**config.mk**
```make
export PLATFORM = sky130hd
export DESIGN_NAME = mdio_mgmt
export DESIGN_NICKNAME = d
export VERILOG_FILES = /design/src/rtl/mdio_mgmt_pkg.sv /design/src/rtl/mdio_clkgen.sv /design/src/rtl/mdio_frame_engine.sv /design/src/rtl/mdio_mgmt.sv
export SDC_FILE = /design/constraint.sdc
export NUM_CORES = 1
export LEC_CHECK = 0
export ABC_AREA = 0
export ABC_CLOCK_PERIOD_IN_PS = 2250
export BUFFER_PORTS_ARGS = -buffer_cell sky130_fd_sc_hd__clkbuf_2
export CAP_MARGIN = 20
export CORE_MARGIN = 3
export CORE_UTILIZATION = 30
export CTS_BUF_LIST = sky130_fd_sc_hd__clkbuf_8
export DETAILED_ROUTE_END_ITERATION = 8
export HOLD_SLACK_MARGIN = 0.02
export PLACE_DENSITY = 0.55
export SLEW_MARGIN = 20
export SYNTH_ARGS = -nofsm -noshare
export SYNTH_HDL_FRONTEND = slang
export SYNTH_SLANG_ARGS = --single-unit
```
**constraint.sdc**
```tcl
create_clock -name clk -period 2.25 [get_ports clk]
set_clock_uncertainty 0.15 [all_clocks]
set_input_delay 0.225 -clock clk [delete_from_list [all_inputs] [get_ports clk]]
set_output_delay 0.225 -clock clk [all_outputs]
set_load 0.1 [all_outputs]
```
**src/rtl/mdio_mgmt_pkg.sv**
```systemverilog
`timescale 1ns/1ps
package mdio_mgmt_pkg;
  localparam int FRAME_BITS = 64;
  localparam int IDX_W      = $clog2(FRAME_BITS);
  localparam int ADDR_W     = 5;
  localparam int DATA_W     = 16;
  localparam logic [IDX_W-1:0] IDX_TA1  = IDX_W'(46);
  localparam logic [IDX_W-1:0] IDX_TA2  = IDX_W'(47);
  localparam logic [IDX_W-1:0] IDX_D0   = IDX_W'(48);
  localparam logic [IDX_W-1:0] IDX_LAST = IDX_W'(FRAME_BITS - 1);

  typedef enum logic [1:0] {
    OPC_WRITE = 2'b01,
    OPC_READ  = 2'b10
  } opcode_e;

  function automatic logic [FRAME_BITS-1:0] make_frame(
    input logic              rd,
    input logic [ADDR_W-1:0] phy,
    input logic [ADDR_W-1:0] ra,
    input logic [DATA_W-1:0] wd
  );
    opcode_e             opc;
    logic [1:0]          ta;
    logic [DATA_W-1:0]   body;
    opc  = rd ? OPC_READ : OPC_WRITE;
    ta   = rd ? 2'b11 : 2'b10;
    body = rd ? {DATA_W{1'b1}} : wd;
    return {{32{1'b1}}, 2'b01, opc, phy, ra, ta, body};
  endfunction
endpackage

```
**src/rtl/mdio_clkgen.sv**
```systemverilog
`timescale 1ns/1ps
module mdio_clkgen #(
  parameter int HALF_DIV = 25
) (
  input  logic clk,
  input  logic rst_n,
  input  logic run_i,
  output logic mdc_o,
  output logic rise_o,
  output logic fall_o
);
  logic edge_now;
  logic mdc_q, mdc_d;

  generate
    if (HALF_DIV <= 1) begin : g_every_cycle
      assign edge_now = run_i;
    end else begin : g_counted
      localparam int CW = $clog2(HALF_DIV);
      localparam logic [CW-1:0] LAST = CW'(HALF_DIV - 1);
      logic [CW-1:0] cnt_q, cnt_d;

      always_comb begin
        if (!run_i || (cnt_q == LAST)) cnt_d = '0;
        else                           cnt_d = cnt_q + 1'b1;
      end

      always_ff @(posedge clk or negedge rst_n) begin
        if (!rst_n) cnt_q <= '0;
        else        cnt_q <= cnt_d;
      end

      assign edge_now = run_i && (cnt_q == LAST);
    end
  endgenerate

  always_comb begin
    if (!run_i)        mdc_d = 1'b0;
    else if (edge_now) mdc_d = ~mdc_q;
    else               mdc_d = mdc_q;
  end

  always_ff @(posedge clk or negedge rst_n) begin
    if (!rst_n) mdc_q <= 1'b0;
    else        mdc_q <= mdc_d;
  end

  assign mdc_o  = mdc_q;
  assign rise_o = edge_now & ~mdc_q;
  assign fall_o = edge_now &  mdc_q;
endmodule

```
**src/rtl/mdio_frame_engine.sv**
```systemverilog
`timescale 1ns/1ps
module mdio_frame_engine
  import mdio_mgmt_pkg::*;
(
  input  logic              clk,
  input  logic              rst_n,
  input  logic              start_i,
  input  logic              rd_i,
  input  logic [ADDR_W-1:0] phy_i,
  input  logic [ADDR_W-1:0] ra_i,
  input  logic [DATA_W-1:0] wdata_i,
  input  logic              rise_i,
  input  logic              fall_i,
  input  logic              mdio_i,
  output logic              busy_o,
  output logic              done_o,
  output logic              rd_o,
  output logic              mdio_o,
  output logic              mdio_oe_o,
  output logic [DATA_W-1:0] rdata_o,
  output logic              ta_bad_o
);
  logic                  busy_q, busy_d;
  logic                  rd_q, rd_d;
  logic [IDX_W-1:0]      idx_q, idx_d;
  logic [FRAME_BITS-1:0] sh_q, sh_d;
  logic [DATA_W-1:0]     rx_q, rx_d;
  logic                  tab_q, tab_d;
  logic                  done_c;

  always_comb begin
    busy_d = busy_q;
    rd_d   = rd_q;
    idx_d  = idx_q;
    sh_d   = sh_q;
    rx_d   = rx_q;
    tab_d  = tab_q;
    done_c = 1'b0;
    if (!busy_q) begin
      if (start_i) begin
        busy_d = 1'b1;
        rd_d   = rd_i;
        idx_d  = '0;
        sh_d   = make_frame(rd_i, phy_i, ra_i, wdata_i);
        tab_d  = 1'b0;
      end
    end else begin
      if (rise_i && rd_q) begin
        if (idx_q == IDX_TA2) tab_d = mdio_i;
        if (idx_q >= IDX_D0)  rx_d  = {rx_q[DATA_W-2:0], mdio_i};
      end
      if (fall_i) begin
        if (idx_q == IDX_LAST) begin
          busy_d = 1'b0;
          done_c = 1'b1;
        end else begin
          idx_d = idx_q + 1'b1;
          sh_d  = {sh_q[FRAME_BITS-2:0], 1'b1};
        end
      end
    end
  end

  always_ff @(posedge clk or negedge rst_n) begin
    if (!rst_n) begin
      busy_q <= 1'b0;
      rd_q   <= 1'b0;
      idx_q  <= '0;
      sh_q   <= '1;
      rx_q   <= '0;
      tab_q  <= 1'b0;
    end else begin
      busy_q <= busy_d;
      rd_q   <= rd_d;
      idx_q  <= idx_d;
      sh_q   <= sh_d;
      rx_q   <= rx_d;
      tab_q  <= tab_d;
    end
  end

  assign busy_o    = busy_q;
  assign done_o    = done_c;
  assign rd_o      = rd_q;
  assign mdio_o    = busy_q ? sh_q[FRAME_BITS-1] : 1'b1;
  assign mdio_oe_o = busy_q && !(rd_q && (idx_q >= IDX_TA1));
  assign rdata_o   = rx_d;
  assign ta_bad_o  = tab_q;
endmodule

```
**src/rtl/mdio_mgmt.sv**
```systemverilog
`timescale 1ns/1ps
module mdio_mgmt
  import mdio_mgmt_pkg::*;
#(
  parameter int          MDC_HALF_DIV = 25,
  parameter logic [4:0]  PHY_ADDR_RST = 5'd0
) (
  input  logic        clk,
  input  logic        rst_n,
  input  logic        reg_wr,
  input  logic [31:0] reg_wdata,
  output logic [31:0] reg_rdata,
  output logic        mdc,
  output logic        mdio_o,
  output logic        mdio_oe,
  input  logic        mdio_i
);
  logic [DATA_W-1:0] data_q, data_d;
  logic [ADDR_W-1:0] phy_q, phy_d;
  logic [ADDR_W-1:0] ra_q, ra_d;
  logic              nval_q, nval_d;

  logic              busy, done, eng_rd, ta_bad;
  logic              rise, fall;
  logic [DATA_W-1:0] eng_rx;
  logic              accept, start, cmd_rd;

  assign accept = reg_wr && !busy;
  assign start  = accept && (reg_wdata[1] || reg_wdata[0]);
  assign cmd_rd = reg_wdata[1];

  mdio_clkgen #(.HALF_DIV(MDC_HALF_DIV)) u_clkgen (
    .clk    (clk),
    .rst_n  (rst_n),
    .run_i  (busy),
    .mdc_o  (mdc),
    .rise_o (rise),
    .fall_o (fall)
  );

  mdio_frame_engine u_engine (
    .clk       (clk),
    .rst_n     (rst_n),
    .start_i   (start),
    .rd_i      (cmd_rd),
    .phy_i     (reg_wdata[15:11]),
    .ra_i      (reg_wdata[10:6]),
    .wdata_i   (reg_wdata[31:16]),
    .rise_i    (rise),
    .fall_i    (fall),
    .mdio_i    (mdio_i),
    .busy_o    (busy),
    .done_o    (done),
    .rd_o      (eng_rd),
    .mdio_o    (mdio_o),
    .mdio_oe_o (mdio_oe),
    .rdata_o   (eng_rx),
    .ta_bad_o  (ta_bad)
  );

  always_comb begin
    data_d = data_q;
    phy_d  = phy_q;
    ra_d   = ra_q;
    nval_d = nval_q;
    if (accept) begin
      data_d = reg_wdata[31:16];
      phy_d  = reg_wdata[15:11];
      ra_d   = reg_wdata[10:6];
      if (start) nval_d = 1'b0;
    end
    if (done && eng_rd) begin
      data_d = eng_rx;
      nval_d = ta_bad;
    end
  end

  always_ff @(posedge clk or negedge rst_n) begin
    if (!rst_n) begin
      data_q <= '0;
      phy_q  <= PHY_ADDR_RST;
      ra_q   <= '0;
      nval_q <= 1'b0;
    end else begin
      data_q <= data_d;
      phy_q  <= phy_d;
      ra_q   <= ra_d;
      nval_q <= nval_d;
    end
  end

  assign reg_rdata = {data_q, phy_q, ra_q, 1'b0, nval_q, busy, 3'b000};
endmodule

```
# == Yosys cells after proc, flatten, opt, wreduce, memory -nomap -nowiden ==
# Cells that the tools add are included.
# op_classes
n_div,0
n_lt_le_gt_ge,2
mux,33
n_shift,0
add_sub_neg,2
n_bitwise,4
eq_ne,8
n_mul,0
reduce_logical,18
# ops
op,count
$mux 64,4
$mux 16,6
$mux 6,4
$mux 1,17
$eq 6x6->1 const B,2
$ge 6x6->1 const B,2
$ne 2x2->1 const B,5
$logic_and 1x1->1,7
$add 6x1->6 const B,1
$reduce_and 3->1,2
$reduce_bool 2->1,3
$add 5x1->5 const B,1
$eq 5x5->1 const B,1
$mux 5,1
$reduce_and 2->1,2
$and 1x1->1,2
$logic_not 1->1,2
$logic_or 1x1->1,2
$mux 2,1
$not 1->1,2
# word_totals
register_bits,122
input_bits,36
n_memories,0
elab_cells,79
mem_bits_rw,0
latchBits,0
rom_bits,0

# == Longest topological paths before layout ==
# Gate-level depths: netlist of the first run.
# logic_depth
word_depth,8
ltp_mapped,9
ltp_nobuf,6

# == Modules after synthesis ==
# From an unflattened synthesis of the first run, not the netlist that was laid out.
# unflattened
cells_unflattened,507
area_unflattened_um2,5477.8
# by_module_without_submodules
mod,area_each_um2,cells_per_inst,seq_area_each_um2,instances
mdio_frame_engine,3912.5,372,2307.2,1
mdio_mgmt,1252.5,106,675.6,1
mdio_clkgen,312.8,29,150.1,1

# == Worst setup path after synthesis of the first run ==
# Ideal clock, no wire load.
# synth_path
kind,reg-to-output
startpoint,reg u_engine.busy_q (netlist: u_engine.busy_o)
endpoint,out mdio_oe
path_buffers,3
path_stages_with_launch,6
arrival_ns,2.619
setup_slack_ns,-0.744
cell_sequence,dfrtp_1 > clkbuf_1 > buf_2 > inv_2 > clkbuf_1 > a31oi_1
# synth_via
elab_chain_len,1
# synth_rtl
element,line_no,text
"start, declared",mdio_frame_engine.sv:23,"logic busy_q, busy_d;"
"start signal, assigned",mdio_frame_engine.sv:73,busy_q <= busy_d;
$logic_and 1x1->1,mdio_frame_engine.sv:86,assign mdio_oe_o = busy_q && !(rd_q && (idx_q >= IDX_TA1));
"end, declared",mdio_mgmt.sv:15,"output logic mdio_oe,"
# Every way passes these cells.

# == Worst setup path in the final report of the first run ==
# Same ends and word-level chain as after synthesis.

==> flow_summary.ini, run 1 <==
[place]
dp_cells = 791
detailed_place_hpwl_um = 8040
dp_worst_setup_slack_ns = 0.00373
io_buffer_count = 62
place_congestion = 0.781

[global_routing]
gr-usage-all-layers_pct = 13.4
globalRouteMet1Util_pct = 18.6
use_met2_pct = 19.6
gr-total-overflow = 0
grt-busiest-layer = met2
antenna_violations_before_repair = 0
wire_length_of_the_first_global_routing_pass_um = 21300
via_count_of_the_first_global_routing_pass = 4178
met3_usage_pct = 4.51
largest_net_degree_at_the_start_of_global_routing = 59

[sta]
grt_setup_unrepaired = no
report.final.setup_viol = 0
layout_worst_path_cycle_share_pct = 94.4
postLayoutSetupSlackWorst_ns = 0.126
max_slew.worst_pin.slew_ns = 0.553
finalHoldViolCount = 0
post_layout_minimum_cycle_time_ns = 2.12
maxSlewViolCount = 0
slew_headroom_pct = 63.3
clock.fmax_ghz = 0.471

[yosys]
synth_seq_area_share_pct = 58.0
synth_area_leader_cell = sky130_fd_sc_hd__dfstp_2
yosysWarningCount = 0
synthesis.instances = 524
synthDominantCellAreaShare_pct = 31.1
netlist-cell-type-count = 48
yosys-top-cells-area = sky130_fd_sc_hd__dfstp_2 (31%), sky130_fd_sc_hd__dfrtp_1 (27%), sky130_fd_sc_hd__a21oi_1 (4.1%), sky130_fd_sc_hd__nand2_1 (3.8%), sky130_fd_sc_hd__nand3_1 (3.5%)
post_synth_most_frequent_cells = sky130_fd_sc_hd__dfstp_2 (64), sky130_fd_sc_hd__dfrtp_1 (58), sky130_fd_sc_hd__nand2_1 (55), sky130_fd_sc_hd__a21oi_1 (44), sky130_fd_sc_hd__inv_1 (40)
synth_most_common_cell = sky130_fd_sc_hd__dfstp_2
netlist_area_sq_um = 5400
syn-mean-instance-area_sq_um = 10.3
ys_dominant_reg_cell = sky130_fd_sc_hd__dfstp_2
ys_seq_elements = 122
synth-edff-count = 0
synth_async_sr_flop_share_pct = 100

[worst_setup_path]
critical_path.reg2reg.startpoint = u_clkgen.g_counted.cnt_q[0]
critical_path_class = flip-flop to primary output
start_kind = flip-flop
critPathCaptureType = primary output
worstPathArrival_ns = 1.75
critical_path.max_fanout = 21
worst-endpoint-required_ns = 1.88
setup.worst_path.start = u_engine.busy_o
ff2ff_setup_slack_ns = 0.13

[drt]
first_pass_iters = 5
routed-via-count = 4137
remaining_drcs = 0
vias_per_cell = 4.85
postRouteAntennaNets = 0
drt_iter0_drc = 278
routed_wire_length_per_instance_um = 14.6
post_route_wl_um = 12400

[die]
die_height_um = 140
rows = 48
starting_density_pct = 30.9
design.die.area_sq_um = 19700
design.portCount = 71
die_x_um = 140
fp.coreArea_sq_um = 17500

[pwr]
leakagePower_nw = 3.33
power_report.internal_total_w = 0.00362
pwr-share-seq_pct = 46.9
p_per_area_nw_per_um2 = 710
power.switching_fraction_pct = 25.4
maximum_vdd_ir_drop_uv = 488
fraction_of_power_consumed_by_the_clock_network_pct = 43.9
power_switching_w = 0.00124
combinationalPowerShare_pct = 9.2

[worst_hold_path]
holdCritPathClass = input pin to asynchronous set/reset pin

[run]
max_cap_violations = 0

[clock_network]
tritoncts_buffer_count = 17
clock_tree.htree_level_count = 4
root_buffer = sky130_fd_sc_hd__clkbuf_8
cts_tree = yes
cts.sink_count = 122
clock_path_buffers = 2
worst_setup_hold_path_clk_slew_ns = 0.07
post-cts-setup-buffer-count = 0
clk-insertion-delay-late_ns = 0.44

[finish]
num-nets-final = 654
syn_to_final_growth_pct = 26.6
n_antenna_cell = 0
final_cell_count_no_fill = 853
post_route_cells_drive_above_1_share_pct = 33.4

[status]
outcome = finished, final reports clean
-- flip-flops by register name, summed over array words and instances (netlist names) --
signal and count:
u_engine.ta_bad_o 1, u_clkgen.mdc_o 1, u_engine.idx_q 6, u_engine.sh_q 64, u_engine.rd_o 1, nval_q 1, u_clkgen.g_counted.cnt_q 5, data_q 16
phy_q 5, ra_q 5, u_engine.rx_q 16, u_engine.busy_o 1
-- area by class of cell --
type / instances / area, sq um
clock buffers: 19 / 262
clock inverters: 13 / 175
fillers: 1744 / 10600
inverters: 41 / 154
multi-input cells: 319 / 1960
flip-flops and latches: 122 / 3130
well taps: 225 / 282
repair buffers: 114 / 873
-- per-layer routing --
layer | wire [um] | up-vias
met4 | 105 | 0
met2 | 5650 | 105
met3 | 788 | 7
met1 | 5900 | 2036
li1 | - | 1989
met5 | 0 | -
-- cell families (layout without fill, tap and decap cells) --
group                    Yosys count  after routing  share of synthesized area [%]
AO/OA/AOI/OAI                    123            123                           13.6
XOR/XNOR                           4              4                          0.649
adder cells (fa/ha/maj)            3              3                          0.695
buffers and inverters             86            187                           6.83
flip-flops                       122            122                           58.0
multiplexers                      26             26                           5.33
other                              1              4                         0.0694
AND/OR/NAND/NOR                  159            159                           14.8
-- power groups by stage --
| stage | logic, W | clock network, W | registers (W) |
|---|---|---|---|
| after floorplan | 0.0000980 | 0 | 0.00248 |
| after global placement | 0.000403 | 0 | 0.00231 |
| after detailed placement | 0.000407 | 0 | 0.00231 |
| after CTS | 0.000450 | 0.00221 | 0.00228 |
| after global routing | 0.000475 | 0.00231 | 0.00228 |
| final | 0.000445 | 0.00213 | 0.00228 |
-- layout by cell type, fill, tap and decap left out, drive strengths merged, types with 2 or more instances in the layout --
master | synthesis | layout
clkbuf | 25 | 77
dfstp | 64 | 64
dfrtp | 58 | 58
nand2 | 55 | 55
a21oi | 44 | 44
inv | 41 | 42
nand3 | 39 | 39
nor3 | 36 | 36
o21ai | 34 | 34
dlygate4sd3 | 0 | 30
buf | 20 | 26
mux2 | 16 | 16
o22ai | 15 | 15
mux2i | 10 | 10
and3 | 9 | 9
a21o | 9 | 9
a221o | 8 | 8
nor2 | 5 | 5
clkinv | 0 | 5
conb | 1 | 4
bufinv | 0 | 4
ha | 3 | 3
clkinvlp | 0 | 3
and4b | 3 | 3
a21boi | 3 | 3
xor2 | 2 | 2
xnor2 | 2 | 2
o31ai | 2 | 2
a31oi | 2 | 2
nor4 | 2 | 2
nor2b | 2 | 2
or4 | 2 | 2
-- what timing repair did --
action,CTS,global route
setup endpoints to repair,1,29
gates resized for setup,1,2
hold buffers,30,0
hold endpoints to repair,119,0
-- per-stage QoR --
stage	power, W	util [%]	setup TNS, ns	instance area, sq um	hold slack [ns]
2_1_floorplan	0.00258	-	-0.174	5420	-0.221
3_3_place_gp	0.00272	34.9	0	6090	0.0840
3_5_place_dp	0.00272	34.9	0	6090	0.0866
4_1_cts	0.00494	39.1	0	6840	0.144
5_1_grt	0.00506	39.1	0	6840	0.183
6_report	0.00486	39.1	0	6840	0.150
-- path summary, 6_finish.rpt --
check	endpoint	cells after the start
max	mdio_oe	4
min	data_q[7]	2
max reg2reg	data_q[2]	6
min reg2reg	u_engine.sh_q[35]	2
max in group asynchronous	u_engine.sh_q[51]	3
min in group clk	u_engine.busy_o	5
-- worst max-delay path, cell delays in order, from the launching register on --
cell	delay, ns
sky130_fd_sc_hd__dfrtp_1	0.38
sky130_fd_sc_hd__buf_4	0.34
sky130_fd_sc_hd__inv_2	0.09
sky130_fd_sc_hd__a31oi_2	0.28
sky130_fd_sc_hd__buf_12	0.22
Power figures use the tool's default switching activity.
==> inputs of run 2 (changes only) <==
--- a/config.mk
+++ b/config.mk
@@ -10,11 +10,11 @@
 export BUFFER_PORTS_ARGS = -buffer_cell sky130_fd_sc_hd__clkbuf_2
 export CAP_MARGIN = 20
 export CORE_MARGIN = 3
-export CORE_UTILIZATION = 30
+export CORE_UTILIZATION = 54
 export CTS_BUF_LIST = sky130_fd_sc_hd__clkbuf_8
 export DETAILED_ROUTE_END_ITERATION = 8
 export HOLD_SLACK_MARGIN = 0.02
-export PLACE_DENSITY = 0.55
+export PLACE_DENSITY = 0.84
 export SLEW_MARGIN = 20
 export SYNTH_ARGS = -nofsm -noshare
 export SYNTH_HDL_FRONTEND = slang
==> run 2 against run 1 <==
  * Flip-flop and latch count stayed put
  * Clock power is 20% lower
  * Cell area is 3.0% lower
  * Combinational power is 1% higher
  * Final cell count is 11% lower
  * Die area is 43% lower
  * Worst hold slack better by 0.071 ns
  * Fmax is 2.4% lower
  * Utilization is 31 points higher
  * Register-to-register slack worse by 0.03 ns
  * Highest routed layer unchanged
==> flow_summary.ini, run 2 (synthesized netlist as in run 1, its figures left out) <==
[status]
outcome = finished, final reports clean

[drt]
remaining_drcs = 0
first_pass_iters = 5
vias_per_cell = 5.75
postRouteAntennaNets = 0
post_route_wl_um = 12800
routed-via-count = 4359
routed_wire_length_per_instance_um = 16.9
drt_iter0_drc = 283

[finish]
num-nets-final = 653
post_route_cells_drive_above_1_share_pct = 33.7
largest_register_ff_count = 64
final.fill_count = 663
syn_to_final_growth_pct = 22.8
layout_common_cells = sky130_fd_sc_hd__dfstp_2 (64), sky130_fd_sc_hd__clkbuf_2 (59), sky130_fd_sc_hd__dfrtp_1 (57)
final_common_cell = sky130_fd_sc_hd__dfstp_2
fin_util_pct = 70.1
registers.top_by_ff_count = u_engine.sh_q
biggestRegsByFlops = u_engine.sh_q x64, data_q x16, u_engine.rx_q x16

[die]
fp.coreArea_sq_um = 9460
die_height_um = 106
design.portCount = 71
rows = 35
die_x_um = 106
starting_density_pct = 57.1
design.die.area_sq_um = 11200

[worst_setup_path]
worstReg2RegEnd = data_q[14]
critical_path.max_fanout = 19
critical_path_class = flip-flop to primary output
critical_path.reg2reg.startpoint = u_clkgen.g_counted.cnt_q[1]
crit_slowest_cell = sky130_fd_sc_hd__dfrtp_1
worst-endpoint-required_ns = 1.88
start_kind = flip-flop
worstPathArrival_ns = 1.80
count_of_cells_along_the_worst_register_to_register_path = 6
critPathCaptureType = primary output
timing.critical_path.slowest_cell_delay_ns = 0.45
ff2ff_setup_slack_ns = 0.10
critical_path.cell_chain = buf_4 > inv_2 > a31oi_2 > buf_12

[pwr]
leakagePower_nw = 3.28
maximum_vdd_ir_drop_uv = 366
p_per_area_nw_per_um2 = 667

[clock_network]
cts_tree = yes
tritoncts_buffer_count = 17
clk-insertion-delay-late_ns = 0.43
clock_tree.htree_level_count = 4
root_buffer = sky130_fd_sc_hd__clkbuf_8
worst_setup_hold_path_clk_slew_ns = 0.07
cts.sink_count = 122
clock_path_buffers = 2
post-cts-setup-buffer-count = 0

[worst_hold_path]
timing.hold.worst_endpoint = u_engine.busy_o
timing.hold.worst_path_depth = 4
start_point_of_the_worst_hold_path = reg_wr
holdCritPathClass = input pin to flip-flop

[global_routing]
via_count_of_the_first_global_routing_pass = 4429
largest_net_degree_at_the_start_of_global_routing = 53
gr-total-overflow = 0
antenna_violations_before_repair = 2
wire_length_of_the_first_global_routing_pass_um = 21600
gr-usage-all-layers_pct = 24.1

[sta]
post_layout_minimum_cycle_time_ns = 2.18
maxSlewViolCount = 0
slew_headroom_pct = 55.6
layout_worst_path_cycle_share_pct = 96.7
report.final.setup_viol = 0
holdWs_ns = 0.222
grt_setup_unrepaired = no
max_slew.worst_pin.slew_ns = 0.666
clock.fmax_ghz = 0.460
finalHoldViolCount = 0

[place]
place_congestion = 0.839
io_buffer_count = 62
detailed_place_hpwl_um = 7910

[run]
max_cap_violations = 0
==> run 2: cell count changes in the layout (fill, tap and decap cells not counted), moves of 2 or more <==
cell | previous run | this run
sky130_fd_sc_hd__o21ai_0 | 33 | 30
sky130_fd_sc_hd__o21ai_1 | 0 | 3
sky130_fd_sc_hd__buf_4 | 19 | 17
sky130_fd_sc_hd__inv_6 | 0 | 2
sky130_fd_sc_hd__clkinv_4 | 1 | 4
sky130_fd_sc_hd__bufinv_16 | 4 | 0
sky130_fd_sc_hd__diode_2 | 0 | 2
==> run 2: metal layers <==
layer	global-route usage [%]	routed length (um)	up-vias
met5	0	0	-
met4	10.3	324	0
met3	5.28	643	28
met2	39.2	6540	159
met1	31.4	5280	2175
li1	-	-	1997
==> run 2: power breakdown <==
| group | internal (W) | switching (W) | total (W) |
|---|---|---|---|
| sequential | 0.00225 | 0.0000280 | 0.00228 |
| clock | 0.000790 | 0.000910 | 0.00170 |
| combinational | 0.000118 | 0.000332 | 0.000450 |
==> run 2: critical path: cells and delay by family, from the launching register on <==
kind,cells,cell delay (ns)
AOI/OAI and AO/OA,1,0.26
buffers and inverters,3,0.65
DFF,1,0.45
==> run 2: how the worst max path moves through the flow <==
| stage | start | to | slack (ns) | cells after the start |
|---|---|---|---|---|
| after floorplan | u_engine.busy_o | mdio_oe | -0.17 | 5 |
| after global placement | u_clkgen.g_counted.cnt_q[1] | data_q[14] | 0.05 | 6 |
| after detailed placement | u_clkgen.g_counted.cnt_q[1] | data_q[1] | -0.01 | 6 |
| after CTS | u_clkgen.g_counted.cnt_q[1] | u_engine.sh_q[26] | 0.03 | 8 |
| after global routing | u_engine.busy_o | mdio_oe | 0.01 | 4 |
| final | u_engine.busy_o | mdio_oe | 0.07 | 4 |
==> run 2: final cells by class <==
type,count,area [sq um],area share [%]
clock inverter,14,101,1.53
inverter,41,154,2.32
clock buffer,18,248,3.73
sequential,122,3130,47.2
tap,129,161,2.43
multi-input combinational,319,1970,29.7
antenna,2,5.00,0.0754
timing repair buffer,113,863,13.0
==> run 2: through the flow <==
stage | TNS, ns | instance area [sq um] | std cells | setup slack, ns | total power, W
2_1_floorplan | -0.174 | 5420 | 527 | -0.174 | 0.00258
3_3_place_gp | 0 | 5960 | 694 | 0.0523 | 0.00271
3_5_place_dp | -0.0464 | 5960 | 694 | -0.0136 | 0.00272
4_1_cts | 0 | 6620 | 756 | 0.0256 | 0.00445
5_1_grt | 0 | 6640 | 758 | 0.00980 | 0.00459
6_report | 0 | 6640 | 758 | 0.0738 | 0.00443
==> run 2: repair_timing <==
action,in CTS,in global routing
endpoints found under the setup margin,8,50
gates cloned,0,0
resized for setup,3,6
pin swaps,0,1
hold buffers,30,0
endpoints found under the hold margin,89,0
==> inputs of run 3 (changes only) <==
--- a/config.mk
+++ b/config.mk
@@ -15,7 +15,9 @@
 export DETAILED_ROUTE_END_ITERATION = 8
 export HOLD_SLACK_MARGIN = 0.02
 export PLACE_DENSITY = 0.84
+export RECOVER_POWER = 50
 export SLEW_MARGIN = 20
 export SYNTH_ARGS = -nofsm -noshare
 export SYNTH_HDL_FRONTEND = slang
 export SYNTH_SLANG_ARGS = --single-unit
+export TNS_END_PERCENT = 1
==> run 3 against run 2 <==
  * Register-to-register slack is essentially flat
  * Utilization shrank 0.29 points
  * Non-clock buffer count is the same
  * Flip-flop and latch count is the same
  * Worst setup slack gained 0.025 ns
  * Via count grew 0.25%
  * Critical endpoint unchanged
  * Sequential power is essentially flat
==> flow_summary.ini, run 3 (synthesized netlist as in run 1, its figures left out) <==
[status]
outcome = finished, final reports clean

[finish]
largest_register_ff_count = 64
syn_to_final_growth_pct = 22.3
biggestRegsByFlops = u_engine.sh_q x64, data_q x16, u_engine.rx_q x16
final_common_cell = sky130_fd_sc_hd__dfstp_2
num-nets-final = 653
layout.cell_area.non_filler_sq_um = 6610
fin_util_pct = 69.9
layout_common_cells = sky130_fd_sc_hd__dfstp_2 (64), sky130_fd_sc_hd__clkbuf_2 (61), sky130_fd_sc_hd__dfrtp_1 (57)
registers.top_by_ff_count = u_engine.sh_q
post_route_cells_drive_above_1_share_pct = 33.2

[place]
place_congestion = 0.839
placedInstanceArea_sq_um = 5960
detailed_place_hpwl_um = 7910
io_buffer_count = 62
dp_worst_setup_slack_ns = -0.0136

[pwr]
power_switching_w = 0.00127
power_report.internal_total_w = 0.00316
p_per_area_nw_per_um2 = 670
combinationalPowerShare_pct = 10.2
pwr-share-seq_pct = 51.4
leakagePower_nw = 3.26
fraction_of_power_consumed_by_the_clock_network_pct = 38.4
power.switching_fraction_pct = 28.7
maximum_vdd_ir_drop_uv = 367

[die]
design.die.area_sq_um = 11200
design.portCount = 71
die_x_um = 106
rows = 35
die_height_um = 106
fp.coreArea_sq_um = 9460
starting_density_pct = 57.1

[drt]
remaining_drcs = 0
routed_wire_length_per_instance_um = 16.9
post_route_wl_um = 12800
drt_iter0_drc = 270
routed-via-count = 4370
vias_per_cell = 5.77
first_pass_iters = 5
postRouteAntennaNets = 0

[sta]
slew_headroom_pct = 12.7
setup_total_negative_slack_ns = 0
report.final.setup_viol = 0
max_slew.worst_pin.slew_ns = 1.31
postLayoutSetupSlackWorst_ns = 0.0990
finalHoldViolCount = 0
clock.fmax_ghz = 0.465
layout_worst_path_cycle_share_pct = 95.6
maxSlewViolCount = 0
grt_setup_unrepaired = no
post_layout_minimum_cycle_time_ns = 2.15

[clock_network]
cts_tree = yes
root_buffer = sky130_fd_sc_hd__clkbuf_8
cts.sink_count = 122
clk-insertion-delay-late_ns = 0.43
clock_tree.htree_level_count = 4
tritoncts_buffer_count = 17
post-cts-setup-buffer-count = 0
clock_path_buffers = 2
worst_setup_hold_path_clk_slew_ns = 0.07

[worst_setup_path]
critPathCaptureType = primary output
critical_path.max_fanout = 19
start_kind = flip-flop
worstPathArrival_ns = 1.78
worst-endpoint-required_ns = 1.88
critical_path_class = flip-flop to primary output

[worst_hold_path]
holdCritPathClass = input pin to flip-flop

[global_routing]
via_count_of_the_first_global_routing_pass = 4429
wire_length_of_the_first_global_routing_pass_um = 21600
gr-total-overflow = 0
gr-usage-all-layers_pct = 24.1
largest_net_degree_at_the_start_of_global_routing = 53
antenna_violations_before_repair = 2

[run]
max_cap_violations = 0
-- run 3: changes by cell type in the layout (fill, tap and decap cells not counted) --
cell	previous run	this run
sky130_fd_sc_hd__buf_4	17	13
sky130_fd_sc_hd__clkbuf_1	0	2
sky130_fd_sc_hd__clkbuf_2	59	61
sky130_fd_sc_hd__nand4b_1	0	1
sky130_fd_sc_hd__nand4b_4	1	0
-- run 3: path summary, 6_finish.rpt --
kind,start,to,slack [ns],cells past startpoint
max,u_engine.busy_o,mdio_oe,0.1,4
min,reg_wr,u_engine.busy_o,0.22,4
max reg2reg,u_clkgen.g_counted.cnt_q[1],data_q[14],0.1,6
min reg2reg,u_engine.sh_q[59],u_engine.sh_q[59],0.31,2
max in group asynchronous,rst_n,u_engine.sh_q[3],0.58,3
min in group asynchronous,rst_n,u_clkgen.g_counted.cnt_q[3],0.48,2
-- run 3: timing repair --
action	CTS	global route
setup endpoints to repair	8	50
pin swaps	0	1
endpoints found under the hold margin	89	0
gates resized for setup	3	6
gates cloned	0	0
hold buffers	30	0
-- run 3: area by class of cell --
cell class                 instances  area, sq um
antenna                            2         5.00
clock buffer                      18          248
clock inverter                    14          101
fill                             670         2850
inverter                          41          154
multi-input combinational        319         1950
sequential                       122         3130
tap                              129          161
timing repair buffer             113          851
-- run 3: per-layer routing --
metal / global-route usage (%) / up-vias / share of wire [%]
li1: - / 1996 / -
met1: 31.4 / 2174 / 41
met2: 39.2 / 162 / 51
met3: 5.28 / 38 / 5.2
met4: 10.3 / 0 / 3.0
met5: 0 / - / 0
-- run 3: power by group through the flow --
stage	Sequential (W)	Clock, W	Combinational, W
final	0.00228	0.00170	0.000450
after global routing	0.00228	0.00183	0.000476
after CTS	0.00228	0.00172	0.000448
after detailed placement	0.00231	0	0.000407
after global placement	0.00231	0	0.000397
after floorplan	0.00248	0	0.0000980
-- run 3: through the flow --
step	hold slack [ns]	power [W]	std cells
4_1_cts	0.226	0.00445	756
2_1_floorplan	-0.221	0.00258	527
6_report	0.223	0.00443	758
3_5_place_dp	0.152	0.00272	694
3_3_place_gp	0.144	0.00271	694
5_1_grt	0.293	0.00459	758
-- run 3: worst max-delay path: stages (launching register included) --
cell and delay [ns]:
sky130_fd_sc_hd__dfrtp_1 0.44, sky130_fd_sc_hd__buf_4 0.33, sky130_fd_sc_hd__inv_2 0.10, sky130_fd_sc_hd__a31oi_2 0.25, sky130_fd_sc_hd__buf_12 0.21
